**src/rtl/hzu_pkg.sv**
```systemverilog
// Shared types for the hazard unit.
// Assumes a two-bit source select understood by the datapath muxes.
package hzu_pkg;

    typedef enum logic [1:0] {
        SRC_RF    = 2'b00,
        SRC_EXMEM = 2'b01,
        SRC_MEMWB = 2'b10
    } src_sel_e;

endpackage

```
**src/rtl/hzu_src_pick.sv**
```systemverilog
// Chooses the youngest in-flight producer for one operand register.
// Assumes register 0 is hard-wired zero and never forwarded.
// SKIP_MEM_LOAD: a load in EX/MEM has no data yet, so fall back to the register file.
module hzu_src_pick
    import hzu_pkg::*;
#(
    parameter int RW            = 5,
    parameter bit SKIP_MEM_LOAD = 1'b0
) (
    input  logic          clk,
    input  logic          rst_n,
    input  logic [RW-1:0] src,
    input  logic [RW-1:0] mem_rd,
    input  logic          mem_we,
    input  logic          mem_ld,
    input  logic [RW-1:0] wb_rd,
    input  logic          wb_we,
    output src_sel_e      sel
);

    logic mem_hit;
    logic wb_hit;

    // Match each later stage against the source register.
    always_comb begin
        mem_hit = mem_we && (mem_rd != '0) && (mem_rd == src);
        wb_hit  = wb_we  && (wb_rd  != '0) && (wb_rd  == src);
    end

    // Youngest producer first; an unready load masks older producers.
    always_comb begin
        if (mem_hit) begin
            if (SKIP_MEM_LOAD && mem_ld) sel = SRC_RF;
            else                         sel = SRC_EXMEM;
        end else if (wb_hit) begin
            sel = SRC_MEMWB;
        end else begin
            sel = SRC_RF;
        end
    end

    // an EX/MEM select needs a live, nonzero, matching writer there.
    assert_exmem_valid_R2: assert property (@(posedge clk) disable iff (!rst_n)
        (sel == SRC_EXMEM) |-> (mem_we && mem_rd != '0 && mem_rd == src));

    // an MEM/WB select needs a matching writer there.
    assert_memwb_valid_R3: assert property (@(posedge clk) disable iff (!rst_n)
        (sel == SRC_MEMWB) |-> (wb_we && wb_rd != '0 && wb_rd == src));

    // the MEM/WB select never beats a usable EX/MEM producer.
    assert_young_first_R4: assert property (@(posedge clk) disable iff (!rst_n)
        (sel == SRC_MEMWB) |-> !(mem_we && mem_rd == src && mem_rd != '0 && !(SKIP_MEM_LOAD && mem_ld)));

endmodule

```
**src/rtl/hzu_load_interlock.sv**
```systemverilog
// Detects a load in execute whose result the decode instruction needs as an ALU operand.
// Assumes the caller clears the use flags of sources consumed only as store data.
module hzu_load_interlock #(
    parameter int RW = 5
) (
    input  logic          clk,
    input  logic          rst_n,
    input  logic [RW-1:0] id_rs1,
    input  logic          id_rs1_used,
    input  logic [RW-1:0] id_rs2,
    input  logic          id_rs2_used,
    input  logic [RW-1:0] ex_rd,
    input  logic          ex_we,
    input  logic          ex_ld,
    output logic          stall
);

    logic ld_live;

    // Request a one-cycle freeze when a pending load feeds a decode operand.
    always_comb begin
        ld_live = ex_ld && ex_we && (ex_rd != '0);
        stall   = ld_live && ((id_rs1_used && id_rs1 == ex_rd) ||
                              (id_rs2_used && id_rs2 == ex_rd));
    end

    // only a register-writing load may stall.
    assert_stall_on_load_R11: assert property (@(posedge clk) disable iff (!rst_n)
        stall |-> (ex_ld && ex_we && ex_rd != '0));

    // a stall needs at least one ALU use in decode.
    assert_stall_needs_use_R10: assert property (@(posedge clk) disable iff (!rst_n)
        stall |-> (id_rs1_used || id_rs2_used));

endmodule

```
**src/rtl/hzu_hazard_unit.sv**
```systemverilog
// Hazard control for a five-stage in-order pipeline: forwarding selects
// for ALU operands and store data, plus a one-cycle load-use interlock.
// Assumes reads in decode and writes in writeback, so only RAW hazards exist.
module hzu_hazard_unit
    import hzu_pkg::*;
#(
    parameter int RW = 5
) (
    input  logic          clk,
    input  logic          rst_n,
    input  logic [RW-1:0] id_rs1,
    input  logic          id_rs1_used,
    input  logic [RW-1:0] id_rs2,
    input  logic          id_rs2_used,
    input  logic [RW-1:0] ex_rs1,
    input  logic [RW-1:0] ex_rs2,
    input  logic [RW-1:0] ex_rd,
    input  logic          ex_we,
    input  logic          ex_is_load,
    input  logic [RW-1:0] mem_rd,
    input  logic          mem_we,
    input  logic          mem_is_load,
    input  logic          mem_is_store,
    input  logic [RW-1:0] mem_rs2,
    input  logic [RW-1:0] wb_rd,
    input  logic          wb_we,
    output logic [1:0]    fwd_a_sel,
    output logic [1:0]    fwd_b_sel,
    output logic [1:0]    fwd_sd_sel,
    output logic          mem_sd_fwd,
    output logic          pc_hold,
    output logic          ifid_hold,
    output logic          idex_bubble
);

    localparam int NSRC = 3;              // operand A, operand B, store data
    localparam int SD_IDX = NSRC - 1;

    logic [RW-1:0] src_reg [NSRC];
    src_sel_e      src_sel [NSRC];
    logic          live_q;
    logic          raw_stall;
    logic          raw_msd;

    // Route the execute-stage sources to their pickers.
    always_comb begin
        src_reg[0] = ex_rs1;
        src_reg[1] = ex_rs2;
        src_reg[2] = ex_rs2;
    end

    generate
        for (genvar g = 0; g < NSRC; g++) begin : g_pick
            hzu_src_pick #(
                .RW            (RW),
                .SKIP_MEM_LOAD (g == SD_IDX)
            ) u_pick (
                .clk    (clk),
                .rst_n  (rst_n),
                .src    (src_reg[g]),
                .mem_rd (mem_rd),
                .mem_we (mem_we),
                .mem_ld (mem_is_load),
                .wb_rd  (wb_rd),
                .wb_we  (wb_we),
                .sel    (src_sel[g])
            );
        end
    endgenerate

    hzu_load_interlock #(.RW(RW)) u_lock (
        .clk         (clk),
        .rst_n       (rst_n),
        .id_rs1      (id_rs1),
        .id_rs1_used (id_rs1_used),
        .id_rs2      (id_rs2),
        .id_rs2_used (id_rs2_used),
        .ex_rd       (ex_rd),
        .ex_we       (ex_we),
        .ex_ld       (ex_is_load),
        .stall       (raw_stall)
    );

    // Memory-stage store takes late load data from MEM/WB.
    always_comb begin
        raw_msd = mem_is_store && wb_we && (wb_rd != '0) && (wb_rd == mem_rs2);
    end

    // Reset qualifier: outputs stay idle until a clock edge sees rst_n high.
    always_ff @(posedge clk) begin
        if (!rst_n) live_q <= 1'b0;
        else        live_q <= 1'b1;
    end

    // Drive the ports, idle while not live.
    always_comb begin
        fwd_a_sel   = live_q ? src_sel[0] : SRC_RF;
        fwd_b_sel   = live_q ? src_sel[1] : SRC_RF;
        fwd_sd_sel  = live_q ? src_sel[SD_IDX] : SRC_RF;
        mem_sd_fwd  = live_q && raw_msd;
        pc_hold     = live_q && raw_stall;
        ifid_hold   = live_q && raw_stall;
        idex_bubble = live_q && raw_stall;
    end

    // late store-data forwarding only for a store in MEM.
    assert_msd_store_R8: assert property (@(posedge clk) disable iff (!rst_n)
        mem_sd_fwd |-> (mem_is_store && wb_we && wb_rd == mem_rs2));

    // store data never taken from a load still in EX/MEM.
    assert_sd_not_load_R7: assert property (@(posedge clk) disable iff (!rst_n)
        (fwd_sd_sel == SRC_EXMEM) |-> !mem_is_load);

    // freeze and bubble always come together.
    assert_freeze_bubble_R9: assert property (@(posedge clk) disable iff (!rst_n)
        $countones({pc_hold, ifid_hold, idex_bubble}) inside {0, 3});

endmodule

```
**config.mk**
```make
export PLATFORM = sky130hd
export DESIGN_NAME = hzu_hazard_unit
export DESIGN_NICKNAME = d
export VERILOG_FILES = /design/src/rtl/hzu_pkg.sv /design/src/rtl/hzu_src_pick.sv /design/src/rtl/hzu_load_interlock.sv /design/src/rtl/hzu_hazard_unit.sv
export SDC_FILE = /design/constraint.sdc
export NUM_CORES = 1
export LEC_CHECK = 0
export CORE_MARGIN = 8
export CORE_UTILIZATION = 31
export CTS_BUF_LIST = sky130_fd_sc_hd__clkbuf_4 sky130_fd_sc_hd__clkbuf_8
export DETAILED_ROUTE_END_ITERATION = 7
export PLACE_DENSITY_LB_ADDON = 0.15
export SYNTH_ARGS = -nofsm -noshare
export SYNTH_HDL_FRONTEND = slang
export SYNTH_HIERARCHICAL = 1
export SYNTH_SLANG_ARGS = --single-unit
```
**constraint.sdc**
```tcl
create_clock -name clk -period 1.55 [get_ports clk]
set_input_delay 0.31 -clock clk [delete_from_list [all_inputs] [get_ports clk]]
set_output_delay 0.31 -clock clk [all_outputs]
set_load 0.03 [all_outputs]
```
==> run metrics, run 1 <==
CP Capture Type=output pin; Biggest register=live_q; post-route cell area=about 1700 um2; Cell variety after synth=23; Detail Route Antenna Nets=0; Placed Area=roughly 1500 um2; site row count=18; failing checks=negative setup slack; RSZ-0062 raised after global routing=yes; Hold Crit Class=primary input to flip-flop; vias=about 1000; Post-Syn Area per Cell=just under 8 um2; Synth top area share=0.238; most frequent cells in the layout=26 x buf_6, 19 x xor2_1, 13 x buf_2; Placed Cells=202; initial drt markers=19; CP Max Fanout=3; GRT Residual Overflow=0; first-pass GRT wire length=just under 5000 um; leading post-synthesis cells by cell area=xor2_1 24%, xnor2_1 19%, nand3_1 5.8%, and2_1 5.7%, nor3_2 5.2%; vias in the first global route=approximately 1100; Final Hold Viols=0; Setup crit end=ifid_hold; Slew @ Worst Pin=0.265 ns; FF+latch count, synth=1; Cell Pwr Density=around 260 nW/um2; cell area after synthesis=772 um2; Leak=0.000725 uW; Tcrit/Tclk final=1.13; Boundary Pins=60; routability cong.=0.818; core area=about 2400 um2; GRT Total Usage=0.133; Mapped Cells=100; Min-Delay Startpoint=rst_n; CP Launch Type=primary input; Nets=~230; status=finished, violations left; Detailed Route WL=approximately 3200 um; Die H=65.9 um; fin cells=203; Slew HR=0.821; fin crit period=1.76 ns; die width=approximately 66 um; yosys warns=6; Mapped Nets=150; Crit Path Category=primary input to output pin; initial core utilization=0.320; dominant cell type by area after synthesis=xor2_1; Critical Path RT=around 1.2 ns; largest net degree at the start of global routing=9; share of layout cells above drive strength 1=0.584; Max-cap violations=0; Total Die Area=about 4300 um2; antenna cell count=0; CTS clk-pin slew, worst paths=0 ns; max reg flops=1; vias per std cell=roughly 5; buffers added on ports=59; max-slew violation count=0; DRC=0; final setup margin=-0.206 ns; initial antenna violation count=0; Peak VDD IR=173 uV; Detailed Place HPWL=2490 um; register area share after synthesis=0.0259; hold buffers post-CTS=0; Highest Clock Rate=approximately 570 MHz; CP Launch Point=ex_rd[4]; top flop regs=live_q (1); Critical Path AT=around 1.5 ns; Area Overhead vs Synth=121%; Final Setup Violations=9; drt first pass iters=4; most common cell after layout, fill and taps aside=buf_6; drt wl/cell=15.9 um
-- cell type report --
cell class                      count  area [um2]
Fill cell                         209         701
Tap cell                           30        37.5
Multi-Input combinational cell     95         912
Sequential cell                     1        20.0
Timing Repair Buffer               77         739
-- worst min path at each step --
| stage | endpoint | cells past startpoint | slack [ns] |
|---|---|---|---|
| after global placement | live_q$_DFF_P_ | 1 | 0.76 |
| after global routing | live_q$_DFF_P_ | 1 | 0.77 |
| final | live_q$_DFF_P_ | 1 | 0.76 |
| after CTS | live_q$_DFF_P_ | 1 | 0.77 |
| after floorplan | live_q$_DFF_P_ | 0 | 0.34 |
| after detailed placement | live_q$_DFF_P_ | 1 | 0.77 |
-- synthesized netlist by cell type --
cell,n
xor2_1,21
xnor2_1,17
nand3_1,9
and2_1,7
nand2_1,6
nor3_1,6
nor4_1,5
a21oi_1,4
buf_4,4
nor3_2,4
nor2_1,3
a211oi_2,2
o41ai_2,2
a2111oi_1,1
and4_4,1
dfxtp_1,1
nor2b_4,1
nor4_2,1
o211ai_2,1
o21ai_1,1
o41ai_1,1
or2_1,1
or4_1,1
-- routing by layer --
metal / vias to the layer above / track usage / routed length (um)
met5: - / 0 / 0
met3: 0 / 0.0203 / 171
met4: 0 / 0.00272 / 0
met2: 35 / 0.258 / 1640
met1: 471 / 0.155 / 1420
li1: 504 / - / -
-- logic make-up after synthesis --
logic type,count (synthesis),share of synthesized area
buffers and inverters,4,0.0389
XOR/XNOR,38,0.431
AND/OR/NAND/NOR,45,0.357
AO/OA/AOI/OAI,12,0.147
flip-flops,1,0.0259
-- timing repair --
item	4_1_cts	5_1_grt
pin swaps	53	16
setup buffers	1	1
resized for setup	210	26
setup endpoints to repair	10	10
-- critical path, stage by stage --
cell and delay (ns):
buf_2 0.12, or4_4 0.52, o211ai_2 0.17, a21oi_2 0.04, and2_4 0.15, buf_6 0.13
-- through the flow --
stage	hold slack [ns]	util	total power, uW	setup slack (ns)	TNS [ns]
after floorplan	0.338	-	153	-0.103	-0.285
after global placement	0.762	0.617	374	-0.694	-6.29
after detailed placement	0.768	0.617	381	-0.711	-6.42
after CTS	0.768	0.680	414	-0.218	-1.39
after global routing	0.771	0.709	468	-0.266	-1.84
final	0.763	0.709	441	-0.206	-1.34
-- where the power goes --
part	leakage, uW	internal [uW]	switching, uW
Clock	0	0	0
Sequential	0.00000844	27.7	1.37
Combinational	0.000717	235	177
(Power assumes the default switching activity.)
==> run 2: changes to the inputs <==
Settings changed: CORE_UTILIZATION 31 to 59, DONT_BUFFER_PORTS set to 1.
==> run 2 against run 1 <==
Net effect: the flow still finishes with violations (negative setup slack); wire length down 30%; sequential share of layout area is 1.1 points higher; first-iteration DRC count is 58% lower; largest cell class unchanged; largest power group unchanged; highest routed layer unchanged.
==> run metrics, run 2 (synthesis gave the netlist of run 1 again) <==
most frequent cells in the layout=21 x xor2_1, 17 x xnor2_1, 9 x nand3_1; initial antenna violation count=0 (unchanged); vias in the first global route=699 (-34%); initial drt markers=8 (-11); failing checks=negative setup slack; largest net degree at the start of global routing=9 (unchanged); GRT Total Usage=0.149 (+0.0158); Boundary Pins=60 (unchanged); CTS clk-pin slew, worst paths=0 ns (unchanged); worst hold slack=0.338 ns (-0.425 ns); die width=52.2 um (-21%); top flop regs=live_q (1); vias=718 (-29%); Die H=52.2 um (-21%); Highest Clock Rate=616 MHz (+8.2%); max reg flops=1 (unchanged); Critical Path AT=1.31 ns (-0.14 ns); Sw Ratio=0.351 (-0.0526); DRC=0 (unchanged); vias per std cell=6.24 (+25%); Total Die Area=2720 um2 (-37%); Slew HR=0.758 (-0.0636); Biggest register=live_q; site row count=13 (-5); CP Launch Type=primary input; final setup margin=-0.0734 ns (+0.132 ns); share of layout cells above drive strength 1=0.280 (-0.304); CP Capture Type=output pin; antenna cell count=0 (unchanged); most common cell after layout, fill and taps aside=xor2_1; Reg power frac=0.164 (+0.098); buffers added on ports=0 (-100%); RSZ-0062 raised after global routing=yes; Peak VDD IR=192 uV (+11%); Critical Path RT=1.24 ns (about the same); Hold Crit Class=primary input to flip-flop; Gate power share=0.836 (-0.098); Detail Route Antenna Nets=0 (unchanged); core area=1270 um2 (-47%); Slew @ Worst Pin=0.359 ns (+0.0935 ns); Final Hold Viols=0 (unchanged); Area Overhead vs Synth=15.1%; routability cong.=0.735 (-10%); Detailed Place HPWL=1870 um (-25%); drt wl/cell=19.5 um (+23%); Psw=62.8 uW (-65%); CP Max Fanout=3 (unchanged); Cell Pwr Density=201 nW/um2 (-22%); fin crit period=1.62 ns (-0.132 ns); Pint=116 uW (-56%); initial core utilization=0.608 (+0.288); Detailed Route WL=2250 um (-30%); Max-cap violations=0 (unchanged); Final Setup Violations=3 (-6); Nets=152 (-32%); status=finished, violations left; Leak=0.000266 uW (-63%); GRT Residual Overflow=0 (unchanged); first-pass GRT wire length=3370 um (-30%); Setup Total Neg Slack=-0.220 ns (+1.12 ns); max-slew violation count=0 (unchanged); Crit Path Category=primary input to output pin; Tcrit/Tclk final=1.05 (-0.0854); clock network power share=0 (unchanged); drt first pass iters=4 (unchanged)
run 2: cell types whose count changed in the layout (fill, tap and decap cells not counted), moves of 3 or more:
cell,before,now
buf_6,26,0
buf_2,13,0
buf_4,12,2
xnor2_1,7,17
xnor2_2,10,0
clkdlybuf4s50_1,6,0
dlygate4sd2_1,5,0
clkbuf_2,4,0
buf_8,3,0
clkdlybuf4s15_1,3,0
run 2: stage by stage:
step / total power, uW / utilization / setup WS [ns] / cells / area, um2
6_report: 179 / 0.700 / -0.0734 / 115 / 888
5_1_grt: 193 / 0.700 / -0.164 / 115 / 888
4_1_cts: 171 / 0.670 / -0.116 / 115 / 850
3_5_place_dp: 167 / 0.654 / -0.122 / 115 / 830
3_3_place_gp: 164 / 0.654 / -0.0991 / 115 / 830
2_1_floorplan: 153 / - / -0.103 / 100 / 793
run 2: path summary, 6_finish.rpt:
check	from	end	slack, ns	cells past startpoint
max	id_rs1[0]	idex_bubble	-0.07	5
min	rst_n	live_q$_DFF_P_	0.34	0
run 2: final cells by class:
class	count	area (um2)
repair buffers	4	55.1
multi-input cells	95	795
fillers	98	380
flip-flops and latches	1	20.0
well taps	15	18.8
run 2: layer usage:
metal	GRT usage	share of wire	vias to the layer above
met1	0.162	0.32	333
met4	0	0	0
met2	0.292	0.56	30
met3	0.0426	0.12	0
li1	-	-	355
met5	0	0	-
run 2: worst max-delay path, cell delays in order:
cell and delay [ns]:
xor2_1 0.14, nor4_2 0.27, nand3_1 0.12, a21oi_2 0.15, and2_4 0.32
run 2: power by group through the flow:
stage / clock (uW) / combinational (uW) / sequential (uW)
finish: 0 / 150 / 29.2
global route: 0 / 164 / 29.3
CTS: 0 / 141 / 29.0
detailed placement: 0 / 138 / 29.0
global placement: 0 / 134 / 29.1
floorplan: 0 / 124 / 29.2
run 2: timing repair:
action | CTS | global route
resized for setup | 5 | 7
buffers inserted | 0 | 0
pin swaps | 5 | 16
setup endpoints to repair | 6 | 8
hold buffers | 0 | 0
hold endpoints to repair | 0 | 0
==> run 3: changes to the inputs <==
Settings changed: CORE_UTILIZATION 59 to 30, GPL_TIMING_DRIVEN set to 0.
==> run 3 against run 2 <==
Net effect: total power decreased by 2.4%; largest power group unchanged; core utilization decreased by 34 points; design area decreased by 1.8%; sequential share of layout area about the same; worst hold slack about the same; the flow still finishes with violations (negative setup slack); worst setup slack worse by 0.077 ns; largest cell class unchanged.
==> run metrics, run 3 (synthesis gave the netlist of run 1 again) <==
Leak=0.000262 uW (-1.5%); GRT Residual Overflow=0 (unchanged); failing checks=negative setup slack; Area Overhead vs Synth=13.0%; buffers added on ports=0 (unchanged); top flop regs=live_q (1); first-pass GRT wire length=3480 um (+3.3%); most frequent cells in the layout=20 x xor2_1, 17 x xnor2_1, 9 x nand3_1; GRT Total Usage=0.0939 (-0.0552); max-slew violation count=0 (unchanged); Total Die Area=4450 um2 (+64%); Crit Path Category=primary input to output pin; Critical Path AT=1.39 ns (+0.08 ns); WHS Path Cells=0 (unchanged); status=finished, violations left; initial antenna violation count=0 (unchanged); Final Setup Violations=4 (+1); Slew @ Worst Pin=0.560 ns (+0.201 ns); max reg flops=1 (unchanged); final setup margin=-0.151 ns (-0.0774 ns); routability cong.=0.707 (-3.8%); DRC=0 (unchanged); Final Hold Viols=0 (unchanged); Tcrit/Tclk final=1.10 (+0.0499); core area=2450 um2 (+93%); vias per std cell=5.51 (-12%); drt first pass iters=2 (-2); CP Capture Type=output pin; Detail Route Antenna Nets=0 (unchanged); Nets=152 (unchanged); most common cell after layout, fill and taps aside=xor2_1; die width=66.7 um (+28%); vias=716 (-0.28%); antenna cell count=0 (unchanged); fin cells=130 (+13%); Fill cells=257 (+160%); Die H=66.7 um (+28%); Detailed Route WL=2320 um (+3.3%); Highest Clock Rate=588 MHz (-4.5%); drt wl/cell=17.9 um (-8.6%); Critical Path RT=1.24 ns (about the same); site row count=18 (+5); CP Launch Type=primary input; Hold EP=live_q$_DFF_P_; overall power=174 uW (-2.4%); initial drt markers=6 (-2); Detailed Place HPWL=2040 um (+9.2%); RSZ-0062 raised after global routing=yes; Max-cap violations=0 (unchanged); CP Max Fanout=3 (unchanged); Boundary Pins=60 (unchanged); fin crit period=1.70 ns (+0.0774 ns); share of layout cells above drive strength 1=0.290 (+0.0100); Biggest register=live_q; Hold Crit Class=primary input to flip-flop; Placed Cells=130 (+13%); Peak VDD IR=114 uV (-41%); post-CTS setup buffers=0 (unchanged); Min-Delay Startpoint=rst_n; largest net degree at the start of global routing=9 (unchanged); initial core utilization=0.314 (-0.294); Setup Total Neg Slack=-0.325 ns (-0.105 ns); vias in the first global route=749 (+7.2%); Slew HR=0.627 (-0.131); CTS clk-pin slew, worst paths=0 ns (unchanged); Cell Pwr Density=200 nW/um2 (-0.57%)
## run 3: how the worst max path moves through the flow
stage,to,slack (ns),start
2_1_floorplan,ifid_hold,-0.10,ex_rd[3]
3_3_place_gp,ifid_hold,-0.20,id_rs1[0]
3_5_place_dp,ifid_hold,-0.21,id_rs1[0]
4_1_cts,ifid_hold,-0.15,id_rs2[0]
5_1_grt,ifid_hold,-0.23,id_rs1[0]
6_report,ifid_hold,-0.15,id_rs1[0]
## run 3: worst max-delay path, stage by stage
cell and delay [ns]:
xor2_1 0.15, nor4_2 0.28, nand3_1 0.13, a21oi_2 0.14
and2_4 0.22, buf_6 0.15
## run 3: final cells by class
| cell class | instances | area, um2 | share of cell area |
|---|---|---|---|
| multi-input combinational | 95 | 777 | 0.891 |
| buffer | 4 | 37.5 | 0.0430 |
| tap | 30 | 37.5 | 0.0430 |
| sequential | 1 | 20.0 | 0.0230 |
## run 3: per-stage QoR
| step | setup slack (ns) | instance area [um2] | hold slack [ns] | util |
|---|---|---|---|---|
| 2_1_floorplan | -0.103 | 793 | 0.338 | - |
| 3_3_place_gp | -0.196 | 831 | 0.338 | 0.338 |
| 5_1_grt | -0.233 | 872 | 0.338 | 0.355 |
| 6_report | -0.151 | 872 | 0.338 | 0.355 |
| 3_5_place_dp | -0.214 | 831 | 0.338 | 0.338 |
| 4_1_cts | -0.153 | 857 | 0.338 | 0.349 |
## run 3: where the power goes
part,total [uW],internal [uW],switching (uW)
Sequential,30.4,27.7,2.72
Clock,0,0,0
Combinational,144,83.7,60.4
Total,174,111,63.1
## run 3: timing repair
item | 4_1_cts | 5_1_grt
hold buffers | 0 | 0
pin swaps | 6 | 5
setup endpoints to repair | 9 | 8
gates resized for setup | 6 | 3
## run 3: layer usage
metal  share of wire  vias up  GRT usage
li1                -      354          -
met1            0.36      328      0.101
met2            0.50       34      0.179
met3            0.13        0     0.0336
met4               0        0          0
met5               0        -          0
